[src/rtl/lbm_pkg.sv]
package lbm_pkg;

  typedef enum logic [2:0] {
    ST_IDLE = 3'd0,
    ST_ARM  = 3'd1,
    ST_WR   = 3'd2,
    ST_RCMD = 3'd3,
    ST_RDAT = 3'd4
  } lbm_state_e;

endpackage

[src/rtl/lbm_beat_ctr.sv]
module lbm_beat_ctr #(
  parameter int CNT_W = 3
) (
  input  logic             clk,
  input  logic             rst_n,
  input  logic             clr,
  input  logic             inc,
  input  logic [CNT_W-1:0] limit,
  output logic [CNT_W-1:0] cnt,
  output logic             last
);

  logic [CNT_W-1:0] cnt_d;
  logic             cnt_en;

  always_comb begin
    cnt_en = clr | inc;
    cnt_d  = clr ? '0 : cnt + CNT_W'(1);
  end

  always_ff @(posedge clk or negedge rst_n) begin
    if (!rst_n)      cnt <= '0;
    else if (cnt_en) cnt <= cnt_d;
  end

  assign last = (cnt == limit - CNT_W'(1));

endmodule

[src/rtl/lbm_pattern.sv]
module lbm_pattern #(
  parameter int ADDR_W = 10,
  parameter int BEAT_W = 3,
  parameter int NBYTE  = 2
) (
  input  logic [ADDR_W-1:0]  base,
  input  logic [BEAT_W-1:0]  beat,
  output logic [8*NBYTE-1:0] data
);

  for (genvar j = 0; j < NBYTE; j++) begin : g_lane
    assign data[8*j +: 8] = 8'(32'(base) + 32'(beat) * 32'(NBYTE) + 32'(j));
  end

endmodule

[src/rtl/lbm_rd_check.sv]
module lbm_rd_check #(
  parameter int NBYTE = 2,
  localparam int LD_W = 8 * NBYTE
) (
  input  logic             clk,
  input  logic             rst_n,
  input  logic             clr,
  input  logic             sample,
  input  logic             fin,
  input  logic [LD_W-1:0]  rdata,
  input  logic [LD_W-1:0]  expect_data,
  input  logic [NBYTE-1:0] be,
  output logic             mismatch
);

  logic [LD_W-1:0] lane_mask;
  logic            beat_bad;
  logic            err_q;
  logic            err_d;
  logic            err_en;

  for (genvar j = 0; j < NBYTE; j++) begin : g_mask
    assign lane_mask[8*j +: 8] = {8{be[j]}};
  end

  always_comb begin
    beat_bad = sample & (|((rdata ^ expect_data) & lane_mask));
    err_en   = clr | beat_bad;
    err_d    = ~clr;
  end

  always_ff @(posedge clk or negedge rst_n) begin
    if (!rst_n)      err_q <= 1'b0;
    else if (err_en) err_q <= err_d;
  end

  always_ff @(posedge clk or negedge rst_n) begin
    if (!rst_n)   mismatch <= 1'b0;
    else if (fin) mismatch <= err_q | beat_bad;
  end

endmodule

[src/rtl/lbm_seq.sv]
module lbm_seq
  import lbm_pkg::*;
#(
  parameter int ADDR_W   = 10,
  parameter int SIZE_W   = 3,
  parameter int NBYTE    = 2,
  parameter int MAX_SIZE = 4
) (
  input  logic              clk,
  input  logic              rst_n,
  input  logic              go,
  input  logic              go_read,
  input  logic [ADDR_W-1:0] go_addr,
  input  logic [SIZE_W-1:0] go_size,
  input  logic [NBYTE-1:0]  go_be,
  input  logic              init_ok,
  input  logic              ready,
  input  logic              rvalid,
  input  logic              beat_last,
  output logic              wr_req,
  output logic              rd_req,
  output logic              burst_start,
  output logic              busy,
  output logic              cnt_clr,
  output logic              cnt_inc,
  output logic              rd_sample,
  output logic              fin_rd,
  output logic              done,
  output logic [ADDR_W-1:0] addr,
  output logic [SIZE_W-1:0] size,
  output logic [NBYTE-1:0]  be
);

  localparam logic [SIZE_W-1:0] SZ_MAX = SIZE_W'(MAX_SIZE);
  localparam logic [SIZE_W-1:0] SZ_MIN = SIZE_W'(1);

  lbm_state_e        st_q, st_d;
  logic              rd_q;
  logic              started_q, started_d;
  logic              fin;
  logic              cmd_ld;
  logic [SIZE_W-1:0] size_eff;

  always_comb begin
    if (go_size == '0)        size_eff = SZ_MIN;
    else if (go_size > SZ_MAX) size_eff = SZ_MAX;
    else                      size_eff = go_size;
  end

  always_comb begin
    st_d = st_q;
    fin  = 1'b0;
    case (st_q)
      ST_IDLE: if (go) st_d = ST_ARM;
      ST_ARM:  if (init_ok) st_d = rd_q ? ST_RCMD : ST_WR;
      ST_WR: begin
        if (ready && beat_last) begin
          st_d = ST_IDLE;
          fin  = 1'b1;
        end
      end
      ST_RCMD: if (ready) st_d = ST_RDAT;
      ST_RDAT: begin
        if (rvalid && beat_last) begin
          st_d = ST_IDLE;
          fin  = 1'b1;
        end
      end
      default: st_d = ST_IDLE;
    endcase
  end

  always_comb begin
    wr_req      = (st_q == ST_WR);
    rd_req      = (st_q == ST_RCMD);
    started_d   = wr_req | rd_req;
    burst_start = (wr_req | rd_req) & ~started_q;
    busy        = (st_q != ST_IDLE);
    cmd_ld      = (st_q == ST_IDLE) & go;
    cnt_clr     = (st_q == ST_ARM);
    rd_sample   = (st_q == ST_RDAT) & rvalid;
    cnt_inc     = (wr_req & ready) | rd_sample;
    fin_rd      = fin & rd_q;
  end

  always_ff @(posedge clk or negedge rst_n) begin
    if (!rst_n) begin
      st_q      <= ST_IDLE;
      started_q <= 1'b0;
      done      <= 1'b0;
    end else begin
      st_q      <= st_d;
      started_q <= started_d;
      done      <= fin;
    end
  end

  always_ff @(posedge clk or negedge rst_n) begin
    if (!rst_n) begin
      rd_q <= 1'b0;
      addr <= '0;
      size <= SZ_MIN;
      be   <= '0;
    end else if (cmd_ld) begin
      rd_q <= go_read;
      addr <= go_addr;
      size <= size_eff;
      be   <= go_be;
    end
  end

endmodule

[src/rtl/mc_burst_master.sv]
module mc_burst_master #(
  parameter int CS_W     = 1,
  parameter int ROW_W    = 4,
  parameter int BANK_W   = 2,
  parameter int COL_W    = 3,
  parameter int DEV_DQ_W = 8,
  parameter int MAX_SIZE = 4,
  localparam int LD_W    = 2 * DEV_DQ_W,
  localparam int NBYTE   = LD_W / 8,
  localparam int ADDR_W  = CS_W + ROW_W + BANK_W + COL_W,
  localparam int SIZE_W  = $clog2(MAX_SIZE + 1)
) (
  input  logic              clk,
  input  logic              rst_n,
  input  logic              go,
  input  logic              go_read,
  input  logic [CS_W-1:0]   go_cs,
  input  logic [ROW_W-1:0]  go_row,
  input  logic [BANK_W-1:0] go_bank,
  input  logic [COL_W-1:0]  go_col,
  input  logic [SIZE_W-1:0] go_size,
  input  logic [NBYTE-1:0]  go_be,
  output logic              busy,
  output logic              done,
  output logic              mismatch,
  input  logic              mc_init_ok,
  input  logic              mc_ready,
  input  logic              mc_refresh_ack,
  input  logic [LD_W-1:0]   mc_rdata,
  input  logic              mc_rvalid,
  output logic [ADDR_W-1:0] mc_addr,
  output logic              mc_wr_req,
  output logic              mc_rd_req,
  output logic              mc_burst_start,
  output logic [SIZE_W-1:0] mc_size,
  output logic [NBYTE-1:0]  mc_be,
  output logic [LD_W-1:0]   mc_wdata
);

  logic [1:0]        rst_sync_q;
  logic              rst_q_n;
  logic              refresh_unused;
  logic [ADDR_W-1:0] go_addr;
  logic              cnt_clr, cnt_inc, rd_sample, fin_rd;
  logic [SIZE_W-1:0] beat;
  logic              beat_last;
  logic [LD_W-1:0]   pat_data;

  always_ff @(posedge clk or negedge rst_n) begin
    if (!rst_n) rst_sync_q <= 2'b00;
    else        rst_sync_q <= {rst_sync_q[0], 1'b1};
  end
  assign rst_q_n = rst_sync_q[1];

  assign refresh_unused = mc_refresh_ack;
  assign go_addr        = {go_cs, go_row, go_bank, go_col};

  lbm_seq #(
    .ADDR_W(ADDR_W), .SIZE_W(SIZE_W), .NBYTE(NBYTE), .MAX_SIZE(MAX_SIZE)
  ) u_seq (
    .clk(clk), .rst_n(rst_q_n),
    .go(go), .go_read(go_read), .go_addr(go_addr), .go_size(go_size), .go_be(go_be),
    .init_ok(mc_init_ok), .ready(mc_ready), .rvalid(mc_rvalid), .beat_last(beat_last),
    .wr_req(mc_wr_req), .rd_req(mc_rd_req), .burst_start(mc_burst_start), .busy(busy),
    .cnt_clr(cnt_clr), .cnt_inc(cnt_inc), .rd_sample(rd_sample), .fin_rd(fin_rd),
    .done(done), .addr(mc_addr), .size(mc_size), .be(mc_be)
  );

  lbm_beat_ctr #(.CNT_W(SIZE_W)) u_ctr (
    .clk(clk), .rst_n(rst_q_n), .clr(cnt_clr), .inc(cnt_inc),
    .limit(mc_size), .cnt(beat), .last(beat_last)
  );

  lbm_pattern #(.ADDR_W(ADDR_W), .BEAT_W(SIZE_W), .NBYTE(NBYTE)) u_pat (
    .base(mc_addr), .beat(beat), .data(pat_data)
  );

  assign mc_wdata = pat_data;

  lbm_rd_check #(.NBYTE(NBYTE)) u_chk (
    .clk(clk), .rst_n(rst_q_n), .clr(cnt_clr), .sample(rd_sample), .fin(fin_rd),
    .rdata(mc_rdata), .expect_data(pat_data), .be(mc_be), .mismatch(mismatch)
  );

endmodule

[config.mk]
export PLATFORM = sky130hd
export DESIGN_NAME = mc_burst_master
export DESIGN_NICKNAME = d
export VERILOG_FILES = /design/src/rtl/lbm_pkg.sv /design/src/rtl/lbm_beat_ctr.sv /design/src/rtl/lbm_pattern.sv /design/src/rtl/lbm_rd_check.sv /design/src/rtl/lbm_seq.sv /design/src/rtl/mc_burst_master.sv
export SDC_FILE = /design/constraint.sdc
export NUM_CORES = 1
export LEC_CHECK = 0
export BUFFER_PORTS_ARGS = -buffer_cell sky130_fd_sc_hd__buf_2
export CORE_UTILIZATION = 50
export CTS_BUF_LIST = sky130_fd_sc_hd__clkbuf_2
export DETAILED_ROUTE_END_ITERATION = 8
export PLACE_DENSITY = 0.82
export SETUP_SLACK_MARGIN = 0.3
export SLEW_MARGIN = 20
export SYNTH_ARGS = -nofsm -noshare
export SYNTH_HDL_FRONTEND = slang
export SYNTH_SLANG_ARGS = --single-unit
[constraint.sdc]
create_clock -name clk -period 2.3 [get_ports clk]
set_input_delay 0 -clock clk [delete_from_list [all_inputs] [get_ports clk]]
set_output_delay 0 -clock clk [all_outputs]
set_load 0.02 [all_outputs]
Word-level counts from Yosys, hierarchy flattened. Cells that the tools add are included.

Bitwise operators: 15. Order comparisons: 1. Muxes and demuxes: 13. Eq/ne operators: 10. Add/sub/neg operators: 4. Reduce and logical (&&, ||, !) cells: 7.

Operators with widths (count): $mux 3 (8); $and 16x16->16 (1); $reduce_or 16->1 (1); $xor 16x16->16 (1); $pmux 3 s5 (1); $add 8x1->8 const B (1); $add 8x4->8 (1); $and 1x1->1 (6); $eq 3x2->1 const B (2); $logic_not 3->1 (2); $ne 2x2->1 const B (3); $or 1x1->1 (5); $reduce_and 5->1 (1); $ne 2x1->1 const B (2); $add 3x1->3 const B (1); $eq 3x1->1 const B (1); $eq 3x3->1 (1); $eq 3x3->1 const B (1); $gt 3x3->1 const B (1); $mux 1 (3); $reduce_bool 3->1 (1); $sub 3x1->3 const B (1); $logic_and 1x1->1 (2); $not 1->1 (2); $pmux 1 s2 (1).

Output and inout port bits: 37. Register bits after elaboration: 28. Input bits: 39. Word-level logic and storage cells: 61.

Longest topological paths before layout. Gate-level depths: netlist of the first run.

Word-level depth: 7. Gate-level depth with buffers: 10. Depth with buffers taken out: 10.

By module. From an unflattened synthesis of the first run, not the netlist that was laid out.

Cell total of the unflattened synthesis: 164. Area, all modules: 1771.7 um2.

Modules (own cells, without submodules): lbm_seq (sequential area each 526.8 um2, area each 922.1 um2, instances 1, cells an instance 72); lbm_pattern (sequential area each 0.0 um2, area each 335.3 um2, instances 1, cells an instance 43); lbm_rd_check (sequential area each 50.0 um2, area each 252.7 um2, instances 1, cells an instance 28); lbm_beat_ctr (sequential area each 75.1 um2, area each 207.7 um2, instances 1, cells an instance 18); mc_burst_master (sequential area each 50.0 um2, area each 53.8 um2, instances 1, cells an instance 3).

Least setup slack after synthesis of the first run. No wires, ideal clock.

Path kind: reg-to-reg. Start: register u_seq.addr[1]. End: register u_chk.err_q. Setup time: 143 ps. Period minus slack after synthesis: 3007 ps. Path slack: -707 ps. Data arrival time: 2864 ps. Stages on the path, launching flop included: 11. Cells stage by stage: dfrtp_1 > ha_1 > inv_1 > fa_1 > xnor2_2 > o311a_1 > o21a_1 > xor2_2 > xor2_1 > o41ai_2 > a21oi_1.

Cells in the longest elaborated chain, start to end: 7.

RTL lines: start, declared (line lbm_seq.sv:29) `output logic [ADDR_W-1:0] addr,`; start signal, assigned (line lbm_seq.sv:106) `addr <= go_addr;`; $add 8x4->8 (line lbm_pattern.sv:12) `assign data[8*j +: 8] = 8'(32'(base) + 32'(beat) * 32'(NBYTE) + 32'(j));`; named net mc_wdata[3] (line mc_burst_master.sv:37) `output logic [LD_W-1:0] mc_wdata`; $add 8x1->8 (line lbm_pattern.sv:12); named net mc_wdata[13] (line mc_burst_master.sv:37); $xor 16x16->16 (line lbm_rd_check.sv:27) `beat_bad = sample & (|((rdata ^ expect_data) & lane_mask));`; $and 16x16->16 (line lbm_rd_check.sv:27); $reduce_or 16->1 (line lbm_rd_check.sv:27); $and 1x1->1 (line lbm_rd_check.sv:27); $or 1x1->1 (line lbm_rd_check.sv:28) `err_en = clr | beat_bad;`; end signal, assigned (line lbm_rd_check.sv:34) `else if (err_en) err_q <= err_d;`; end, declared (line lbm_rd_check.sv:18) `logic err_q;`.

The timed path passes the listed nets, and every way through them passes these cells. A chain may end at the register's enable or synchronous reset.

Worst setup path after layout of the first run.
Start: register u_ctr.cnt[0]. End: register u_chk.mismatch.

Cells in the longest elaborated chain, start to end: 7. Elaborated cells between the ends (all ways): 14.

RTL lines: start, declared (line lbm_beat_ctr.sv:9) `output logic [CNT_W-1:0] cnt,`; start signal, assigned (line lbm_beat_ctr.sv:23) `else if (cnt_en) cnt <= cnt_d;`; $add 8x4->8 (line lbm_pattern.sv:12); $add 8x1->8 (line lbm_pattern.sv:12); $xor 16x16->16 (line lbm_rd_check.sv:27); $and 16x16->16 (line lbm_rd_check.sv:27); $reduce_or 16->1 (line lbm_rd_check.sv:27); $and 1x1->1 (line lbm_rd_check.sv:27); $or 1x1->1 (line lbm_rd_check.sv:39) `else if (fin) mismatch <= err_q | beat_bad;`; end signal, assigned (line lbm_rd_check.sv:39); end, declared (line lbm_rd_check.sv:13) `output logic mismatch`.

Several ways; a longest one is shown, not always the timed one.

==> results.py, run 1 <==
metrics = {
    "run_status": {
        "status": "finished with violations",
        "violations": "negative setup slack",
    },
    "sta": {
        "final_hold_viol_count": 0,
        "fin_ws_ps": -597,
        "fin_hold_ws_ps": 90.4,
        "worst_slew_pin_slew_ps": 906,
        "clock_skew_ps": 30.7,
        "layout_min_cycle_time_ps": 2900,
        "slew_headroom_pct": 39.5,
        "fmax_mhz": 345,
        "slew_viol_final": 0,
        "rsz0062_at_grt": "yes",
        "report.final.setup_viol": 9,
        "fin_crit_sh_pct": 126,
    },
    "synthesis": {
        "synth-async-reset-ratio_pct": 100,
        "synthXorXnorAreaFrac_pct": 21.0,
        "synth_top_area_cell": "dfrtp_1",
        "synth_seq_area_share_pct": 37.7,
        "syn_nets": 221,
        "synth_cell_types": 50,
        "yosys.area_share.adder_pct": 5.11,
        "synth_compound_area_share_pct": 10.9,
        "synth_flop_cell": "dfrtp_1",
        "yosys.area.top_type_share_pct": 36.3,
        "synth_area_um2": 1860,
        "synth_top_family_by_area": "XOR/XNOR gates",
        "synth.avg_cell_area_um2": 10.6,
        "synthSimpleGateAreaFrac_pct": 12.8,
        "postSynthCellCount": 175,
        "synthMuxAreaShare_pct": 7.80,
        "ys_ff_latch": 28,
        "ys_warn_count": 0,
        "synth-edff-count": 0,
        "synth.area.top_cells": "dfrtp_1 36%, xnor2_1 7.5%, mux2_2 7.3%",
    },
    "power": {
        "peakVddDrop_uv": 958,
        "clock_power_share_pct": 3.3,
        "p_leak_uw": 0.00155,
        "combPwrFrac_pct": 78.6,
        "p_int_uw": 2800,
        "sw_frac_of_total_pct": 48.8,
        "sequentialPowerShare_pct": 18.0,
        "p_per_area_nw_per_um2": 1730,
        "p_sw_uw": 2670,
    },
    "floorplan": {
        "die_y_um": 63,
        "die_area_um2": 3970,
        "die_w_um": 63,
        "ios": 76,
        "initial_core_util_pct": 54.1,
        "core_area_um2": 3440,
        "rows": 21,
    },
    "cells_and_area": {
        "multi_input_area_um2": 1300,
        "fillers": 124,
        "final_common_cell": "buf_2",
        "finalNetCount": 358,
        "final_area_um2": 3170,
        "regArea_um2": 704,
        "layout-drive-gt1-share_pct": 56.6,
        "antenna_cells": 0,
        "layout_common_cells": "62 x buf_2, 37 x buf_4, 25 x dfrtp_1",
        "syn_to_final_growth_pct": 70.2,
    },
    "hold_path": {
        "holdPathStages": 4,
        "hold_path.class": "input port to register",
    },
    "job": {
        "cap_violations": 0,
    },
    "clock_tree": {
        "clk_latency_ps": 380,
        "numCtsBuffers": 3,
        "clk_pin_slew_ps": 270,
        "cts_max_path_buffers": 2,
        "tritoncts": "yes",
        "cts_root_buf": "clkbuf_2",
        "clock-sinks": 28,
        "cts_max_level": 1,
    },
    "drt": {
        "routed_wl_mm": 7.70,
        "via_count": 2069,
        "drc": 0,
        "drtPass1Iterations": 4,
        "wl_per_cell_um": 21.6,
        "via_per_inst": 5.80,
        "drtAntennaViolNets": 0,
        "drtIter0Drc": 202,
    },
    "grt": {
        "grt.met1_usage_pct": 37.0,
        "grt_use_total_pct": 32.8,
        "grt_max_degree": 22,
        "grtUsageMet2_pct": 57.7,
        "antenna_found_initial": 0,
        "grt_pass1_wl_mm": 9.72,
        "grt_pass1_vias": 1932,
        "grt-busiest-layer": "met2",
        "grt_use_met3_pct": 4.56,
        "grt_overflow": 0,
    },
    "placement": {
        "globalplace.congestion": 0.858,
        "port_buffers": 74,
        "dpl.hpwl_mm": 3.41,
        "placed_cell_area_um2": 2570,
    },
    "setup_path": {
        "start_kind": "register",
        "crit_type": "register to register",
        "path_max_fanout": 3,
        "required_ps": 2610,
        "r2r_cells": 11,
        "endpoint_kind": "register",
        "arrival_ps": 3200,
    },
}
==> synth_stat cells (2+ instances only) <==
cell	count
dfrtp_1	27
xnor2_1	16
inv_1	13
nand2_1	13
mux2_2	12
xor2_1	12
nor2_1	10
a21oi_1	9
ha_1	6
o21ai_0	6
clkbuf_1	5
nand3b_1	3
and2_1	2
nand3_1	2
nor4_1	2
xnor2_2	2
xnor3_1	2
==> registers in the layout, indices dropped and copies added (netlist names) <==
register,flops
u_seq.addr,10
u_ctr.cnt,3
u_seq.size,3
u_seq.st_q,3
rst_sync_q,2
u_seq.be,2
u_chk.err_q,1
u_chk.mismatch,1
u_seq.done,1
u_seq.rd_q,1
u_seq.started_q,1
==> timing repair <==
action | in CTS | in global routing
pin swaps | 11 | 15
hold endpoints to repair | 19 | 0
cloned | 0 | 0
resized for setup | 37 | 16
endpoints found under the setup margin | 16 | 17
hold buffers | 20 | 0
setup buffers | 9 | 7
==> worst paths after layout <==
kind / startpoint / end / slack, ps
min reg2reg: rst_sync_q[1] / u_seq.addr[1] / 170
max reg2reg: u_ctr.cnt[0] / u_chk.mismatch / -600
max in group asynchronous: rst_sync_q[1] / u_seq.size[0] / 1530
min: mc_rvalid / u_chk.mismatch / 90
min in group asynchronous: rst_sync_q[1] / u_seq.addr[1] / 170
max: u_ctr.cnt[0] / u_chk.mismatch / -600
==> power by group through the flow <==
stage	clock network (µW)	logic, µW	registers, µW
after floorplan	0	1950	1070
after global placement	0	3040	950
after detailed placement	0	3100	960
after CTS	185	3560	956
after global routing	204	4480	1010
final	183	4300	986
==> cells by family after synthesis <==
kind of cell,after synthesis
other,1
flip-flops,28
adder cells (fa/ha/maj),7
AO/OA/AOI/OAI,27
XOR/XNOR,35
AND/OR/NAND/NOR,43
multiplexers,13
buffers and inverters,21
==> worst max-delay path, stage by stage, from the launching register on <==
cell and delay, ps:
dfrtp_2 480, ha_4 170, inv_2 50, fa_2 450
buf_4 190, xnor2_1 120, nor4_1 360, nand3_1 190
o41ai_1 430, buf_4 190, and3_1 170, a21oi_1 60
==> routing by layer <==
metal  up-vias  part of all wire (%)
met5         -                     0
met2       167                    50
met3        46                   8.3
li1        869                     -
met4         0                   6.4
met1       987                    35
==> stage by stage <==
stage	cells	total power [µW]	TNS, ps	setup slack (ps)	util, %
after global placement	317	3990	-454	-234	74.7
final	357	5470	-2750	-597	92.0
after CTS	350	4700	-1380	-300	88.0
after floorplan	175	3020	-653	-329	-
after global routing	357	5690	-3300	-639	92.0
after detailed placement	317	4060	-642	-329	74.7
==> cell type report <==
class / instances / share of cell area, %
clock buffers: 3 / 0.474
clock inverters: 1 / 0.119
inverters: 14 / 1.66
multi-input cells: 126 / 41.1
flip-flops and latches: 28 / 22.2
well taps: 46 / 1.82
repair buffers: 139 / 32.6
Note: power is estimated with default switching activity, not from simulation.
==> run 2, diff against run 1 <==
--- a/config.mk
+++ b/config.mk
@@ -5,11 +5,12 @@
 export SDC_FILE = /design/constraint.sdc
 export NUM_CORES = 1
 export LEC_CHECK = 0
-export BUFFER_PORTS_ARGS = -buffer_cell sky130_fd_sc_hd__buf_2
-export CORE_UTILIZATION = 50
+export CORE_UTILIZATION = 51
 export CTS_BUF_LIST = sky130_fd_sc_hd__clkbuf_2
 export DETAILED_ROUTE_END_ITERATION = 8
-export PLACE_DENSITY = 0.82
+export DONT_BUFFER_PORTS = 1
+export PLACE_DENSITY = 0.66
+export RECOVER_POWER = 25
 export SETUP_SLACK_MARGIN = 0.3
 export SLEW_MARGIN = 20
 export SYNTH_ARGS = -nofsm -noshare
==> results.py, run 2 (synthesized netlist as in run 1, its figures left out) <==
metrics = {
    "run_status": {
        "status": "finished with violations",
        "violations": "negative setup slack",
    },
    "grt": {
        "grt_overflow": 0,
        "grtUsageMet2_pct": 49.3,
        "grt.met1_usage_pct": 29.4,
        "grt_use_total_pct": 26.1,
        "grt-busiest-layer": "met2",
        "grt_pass1_wl_mm": 7.88,
        "grt_use_met3_pct": 3.83,
        "antenna_found_initial": 0,
        "grt_max_degree": 27,
        "grt_pass1_vias": 1659,
    },
    "drt": {
        "via_count": 1555,
        "via_per_inst": 5.27,
        "drtAntennaViolNets": 0,
        "routed_wl_mm": 4.97,
        "drc": 0,
        "wl_per_cell_um": 16.8,
        "drtPass1Iterations": 4,
        "drtIter0Drc": 63,
    },
    "sta": {
        "final_hold_viol_count": 0,
        "clock_skew_ps": 1.92,
        "slew_headroom_pct": 9.35,
        "rsz0062_at_grt": "yes",
        "fin_hold_ws_ps": 9.68,
        "layout_min_cycle_time_ps": 2660,
        "report.final.setup_viol": 8,
        "fin_ws_ps": -360,
        "fin_crit_sh_pct": 116,
        "fmax_mhz": 376,
        "slew_viol_final": 0,
        "worst_slew_pin_slew_ps": 1360,
    },
    "cells_and_area": {
        "largest_register_ffs": 10,
        "finalCoreUtilization_pct": 83.3,
        "antenna_cells": 0,
        "layout-drive-gt1-share_pct": 44.6,
        "multi_input_area_um2": 1330,
        "finalNetCount": 296,
        "syn_to_final_growth_pct": 52.9,
        "final_common_cell": "buf_4",
        "instances_no_fill": 295,
        "regArea_um2": 704,
        "top_register": "u_seq.addr",
        "layout_common_cells": "41 x buf_4, 25 x dfrtp_1, 22 x dlygate4sd3_1",
        "fillers": 203,
    },
    "floorplan": {
        "die_y_um": 62.4,
        "die_area_um2": 3890,
        "rows": 21,
        "initial_core_util_pct": 54.5,
        "die_w_um": 62.4,
        "core_area_um2": 3420,
        "ios": 76,
    },
    "setup_path": {
        "worstPathCellList": "ha_4 > inv_2 > fa_2 > nor2b_4 > o2111ai_1 > xor3_1 > nand3_1 > o41ai_2 > buf_4 > and3_1 > a21oi_1",
        "start_kind": "register",
        "path_max_fanout": 2,
        "arrival_ps": 2940,
        "max_stage_delay_ps": 450,
        "crit_type": "register to register",
        "endpoint_kind": "register",
        "crit_slowest_cell": "dfrtp_2",
        "required_ps": 2580,
    },
    "job": {
        "cap_violations": 0,
    },
    "clock_tree": {
        "cts_max_level": 1,
        "cts_max_path_buffers": 2,
        "clk_pin_slew_ps": 240,
        "clk_latency_ps": 360,
        "numCtsBuffers": 3,
        "tritoncts": "yes",
        "cts_root_buf": "clkbuf_2",
        "clock-sinks": 28,
    },
    "power": {
        "p_per_area_nw_per_um2": 1690,
        "p_leak_uw": 0.00127,
        "peakVddDrop_uv": 1210,
        "power_uw": 4810,
    },
    "placement": {
        "dpl.hpwl_mm": 3.27,
        "port_buffers": 0,
        "dp_slack_ps": -341,
        "dp.cells": 260,
        "globalplace.congestion": 0.800,
    },
    "hold_path": {
        "hold_path.class": "input port to register",
    },
}
==> run 2: cell types whose count changed in the layout (fill, tap and decap cells not counted), moves of 2 or more <==
cell / before / now
dlygate4sd3_1: 20 / 22
buf_4: 37 / 41
buf_2: 62 / 0
buf_6: 18 / 12
==> run 2: power breakdown <==
group | total, µW | switching [µW] | internal [µW] | leakage [µW]
combinational | 3570 | 1780 | 1790 | 0.000916
clock | 180 | 142 | 37.8 | 0.0000140
sequential | 1060 | 351 | 708 | 0.000344
==> run 2: critical path: cells and delay by family (launching register included) <==
family	cells	cell delay, ps
buffers and inverters	2	210
adders and majority gates	2	550
xor gates and xnor gates	1	320
AOI/OAI and AO/OA	3	600
and+or+nand+nor	3	460
DFF	1	450
==> run 2: final timing paths <==
path,startpoint,endpoint,slack (ps),cells past startpoint
hold reg to reg,rst_sync_q[0],rst_sync_q[1],390,0
setup reg to reg,u_ctr.cnt[0],u_chk.mismatch,-360,11
max in group asynchronous,rst_sync_q[1],u_ctr.cnt[0],790,1
min in group asynchronous,rst_n,rst_sync_q[0],360,2
setup / recovery,u_ctr.cnt[0],u_chk.mismatch,-360,11
hold / removal,mc_rdata[13],u_chk.err_q,10,3
==> run 2: stage by stage <==
stage          setup TNS [ps]  instance area [µm²]
2_1_floorplan            -653                 1940
3_3_place_gp             -513                 2330
3_5_place_dp             -670                 2330
4_1_cts                 -1640                 2730
5_1_grt                 -2780                 2850
6_report                -1650                 2850
==> run 2: final cells by class <==
class                           count  share of cell area, %
Clock inverter                      1                  0.132
Multi-Input combinational cell    126                   46.6
Sequential cell                    28                   24.8
Timing Repair Buffer               77                   24.1
Inverter                           14                   1.85
Clock buffer                        3                  0.528
Tap cell                           46                   2.02
==> run 2: timing repair <==
action,in CTS,in global routing
resized for setup,21,15
endpoints found under the hold margin,24,0
setup endpoints to repair,14,24
setup buffers,5,4
gates cloned,0,0
hold buffers,22,0
pin swaps,17,12
==> run 2: metal layers <==
layer / up-vias / wire (µm) / part of all wire [%]
met1: 752 / 1900 / 38
met4: 0 / 141 / 2.8
li1: 741 / - / -
met3: 11 / 166 / 3.3
met2: 51 / 2760 / 55
met5: - / 0 / 0
==> run 3, diff against run 2 <==
--- a/config.mk
+++ b/config.mk
@@ -12,6 +12,7 @@
 export PLACE_DENSITY = 0.66
 export RECOVER_POWER = 25
 export SETUP_SLACK_MARGIN = 0.3
+export SKIP_LAST_GASP = 1
 export SLEW_MARGIN = 20
 export SYNTH_ARGS = -nofsm -noshare
 export SYNTH_HDL_FRONTEND = slang
==> constraint.sdc (replaced) <==
create_clock -name clk -period 2.3 [get_ports clk]
set_input_delay 0.46 -clock clk [delete_from_list [all_inputs] [get_ports clk]]
set_output_delay 0.46 -clock clk [all_outputs]
set_load 0.02 [all_outputs]
==> results.py, run 3 (synthesized netlist as in run 1, its figures left out) <==
metrics = {
    "setup_path": {
        "crit_type": "register to register",
        "r2r_slack_ps": -730,
        "arrival_ps": 3250,
        "r2r_cells": 13,
        "endpoint_kind": "register",
        "start_kind": "register",
        "r2r_start": "u_seq.addr[1]",
        "path_max_fanout": 3,
        "required_ps": 2520,
        "critical_path.reg2reg.endpoint": "u_chk.err_q",
    },
    "floorplan": {
        "ios": 76,
        "die_w_um": 62.4,
        "core_area_um2": 3420,
        "die_area_um2": 3890,
        "initial_core_util_pct": 54.5,
        "rows": 21,
        "die_y_um": 62.4,
    },
    "drt": {
        "drtPass1Iterations": 4,
        "routed_wl_mm": 5.02,
        "drtAntennaViolNets": 0,
        "wl_per_cell_um": 17.6,
        "drtIter0Drc": 47,
        "drc": 0,
        "via_per_inst": 5.45,
        "via_count": 1554,
    },
    "clock_tree": {
        "clk_pin_slew_ps": 260,
        "numCtsBuffers": 3,
        "cts_max_path_buffers": 2,
        "clock-sinks": 28,
        "clk_latency_ps": 360,
        "cts_max_level": 1,
        "tritoncts": "yes",
        "cts_root_buf": "clkbuf_2",
    },
    "grt": {
        "grt_pass1_wl_mm": 7.38,
        "grt_max_degree": 27,
        "grt_overflow": 0,
        "grt_pass1_vias": 1544,
        "antenna_found_initial": 0,
        "grt_use_total_pct": 24.5,
    },
    "run_status": {
        "violations": "negative setup slack",
        "status": "finished with violations",
    },
    "cells_and_area": {
        "final_common_cell": "buf_4",
        "antenna_cells": 0,
        "layout_common_cells": "45 x buf_4, 23 x dfrtp_1, 20 x buf_6",
        "finalNetCount": 286,
        "finalCoreUtilization_pct": 82.9,
        "syn_to_final_growth_pct": 52.3,
        "top_register": "u_seq.addr",
        "largest_register_ffs": 10,
        "layout-drive-gt1-share_pct": 54.8,
    },
    "hold_path": {
        "holdPathStages": 1,
        "holdPathEnd": "u_seq.addr[6]",
        "worstHoldStart": "go_row[1]",
        "hold_path.class": "input port to register",
    },
    "sta": {
        "fmax_mhz": 330,
        "worst_slew_pin_slew_ps": 782,
        "slew_viol_final": 0,
        "fin_crit_sh_pct": 132,
        "report.final.setup_viol": 14,
        "clock_skew_ps": 26.9,
        "final_hold_viol_count": 0,
        "layout_min_cycle_time_ps": 3030,
        "fin_ws_ps": -731,
        "slew_headroom_pct": 47.8,
        "rsz0062_at_grt": "yes",
    },
    "job": {
        "cap_violations": 0,
    },
    "placement": {
        "port_buffers": 0,
        "globalplace.congestion": 0.803,
        "dpl.hpwl_mm": 3.33,
    },
    "power": {
        "peakVddDrop_uv": 853,
        "combPwrFrac_pct": 74.8,
        "power_uw": 5360,
        "p_leak_uw": 0.00127,
        "clock_power_share_pct": 5.4,
        "p_sw_uw": 2430,
        "p_per_area_nw_per_um2": 1890,
        "sequentialPowerShare_pct": 19.8,
        "sw_frac_of_total_pct": 45.4,
        "p_int_uw": 2930,
    },
}
[run 3: worst max path at each step]
stage | startpoint | to | slack (ps) | cells past startpoint
2_1_floorplan | u_seq.addr[1] | u_chk.err_q | -360 | 10
3_5_place_dp | u_ctr.cnt[0] | u_chk.mismatch | -360 | 10
5_1_grt | u_seq.addr[1] | mc_wdata[15] | -850 | 9
4_1_cts | u_seq.addr[1] | mc_wdata[13] | -670 | 9
3_3_place_gp | u_ctr.cnt[0] | u_chk.err_q | -320 | 10
6_report | u_seq.addr[1] | u_chk.err_q | -730 | 13
[run 3: per-stage QoR]
step / worst slack, ps / TNS [ps] / cell area [µm²] / cells / hold WS, ps
after floorplan: -362 / -1590 / 1980 / 175 / 164
after global placement: -315 / -1430 / 2370 / 260 / 164
after detailed placement: -358 / -1690 / 2370 / 260 / 164
after CTS: -671 / -5990 / 2670 / 277 / 193
after global routing: -846 / -8300 / 2830 / 285 / 158
final: -731 / -6800 / 2830 / 285 / 218
[run 3: power by group through the flow]
stage / Sequential [µW] / Clock [µW] / Combinational, µW
2_1_floorplan: 1070 / 0 / 1990
3_3_place_gp: 1040 / 0 / 2940
3_5_place_dp: 1050 / 0 / 3020
4_1_cts: 1050 / 297 / 3540
5_1_grt: 1090 / 321 / 4240
6_report: 1060 / 289 / 4010
[run 3: what timing repair did]
item,CTS,global route
buffers inserted,12,8
endpoints found under the setup margin,17,21
endpoints found under the hold margin,2,0
pin swaps,19,18
resized for setup,29,20
hold buffers,1,0
[run 3: cell type report]
| type | instances | area [µm²] |
|---|---|---|
| repair buffers | 67 | 593 |
| fillers | 180 | 583 |
| well taps | 46 | 57.6 |
| clock inverters | 1 | 30.0 |
| inverters | 14 | 52.6 |
| flip-flops and latches | 28 | 707 |
| clock buffers | 3 | 15.0 |
| multi-input cells | 126 | 1380 |
[run 3: worst max-delay path: stages, from the launching register on]
cell	delay [ps]
dfrtp_2	460
ha_4	140
inv_2	30
fa_2	550
and3b_2	240
o311a_1	130
o21a_4	150
buf_12	130
xor2_4	170
buf_6	110
buf_6	110
xor2_4	150
o41ai_4	400
a21oi_2	110
[run 3: metal layers]
layer  vias up  track usage, %  part of all wire (%)
met3         6            4.74                   4.7
met1       782            27.5                    38
met4         0            8.14                   1.1
met5         -               0                     0
li1        715               -                     -
met2        51            45.8                    57
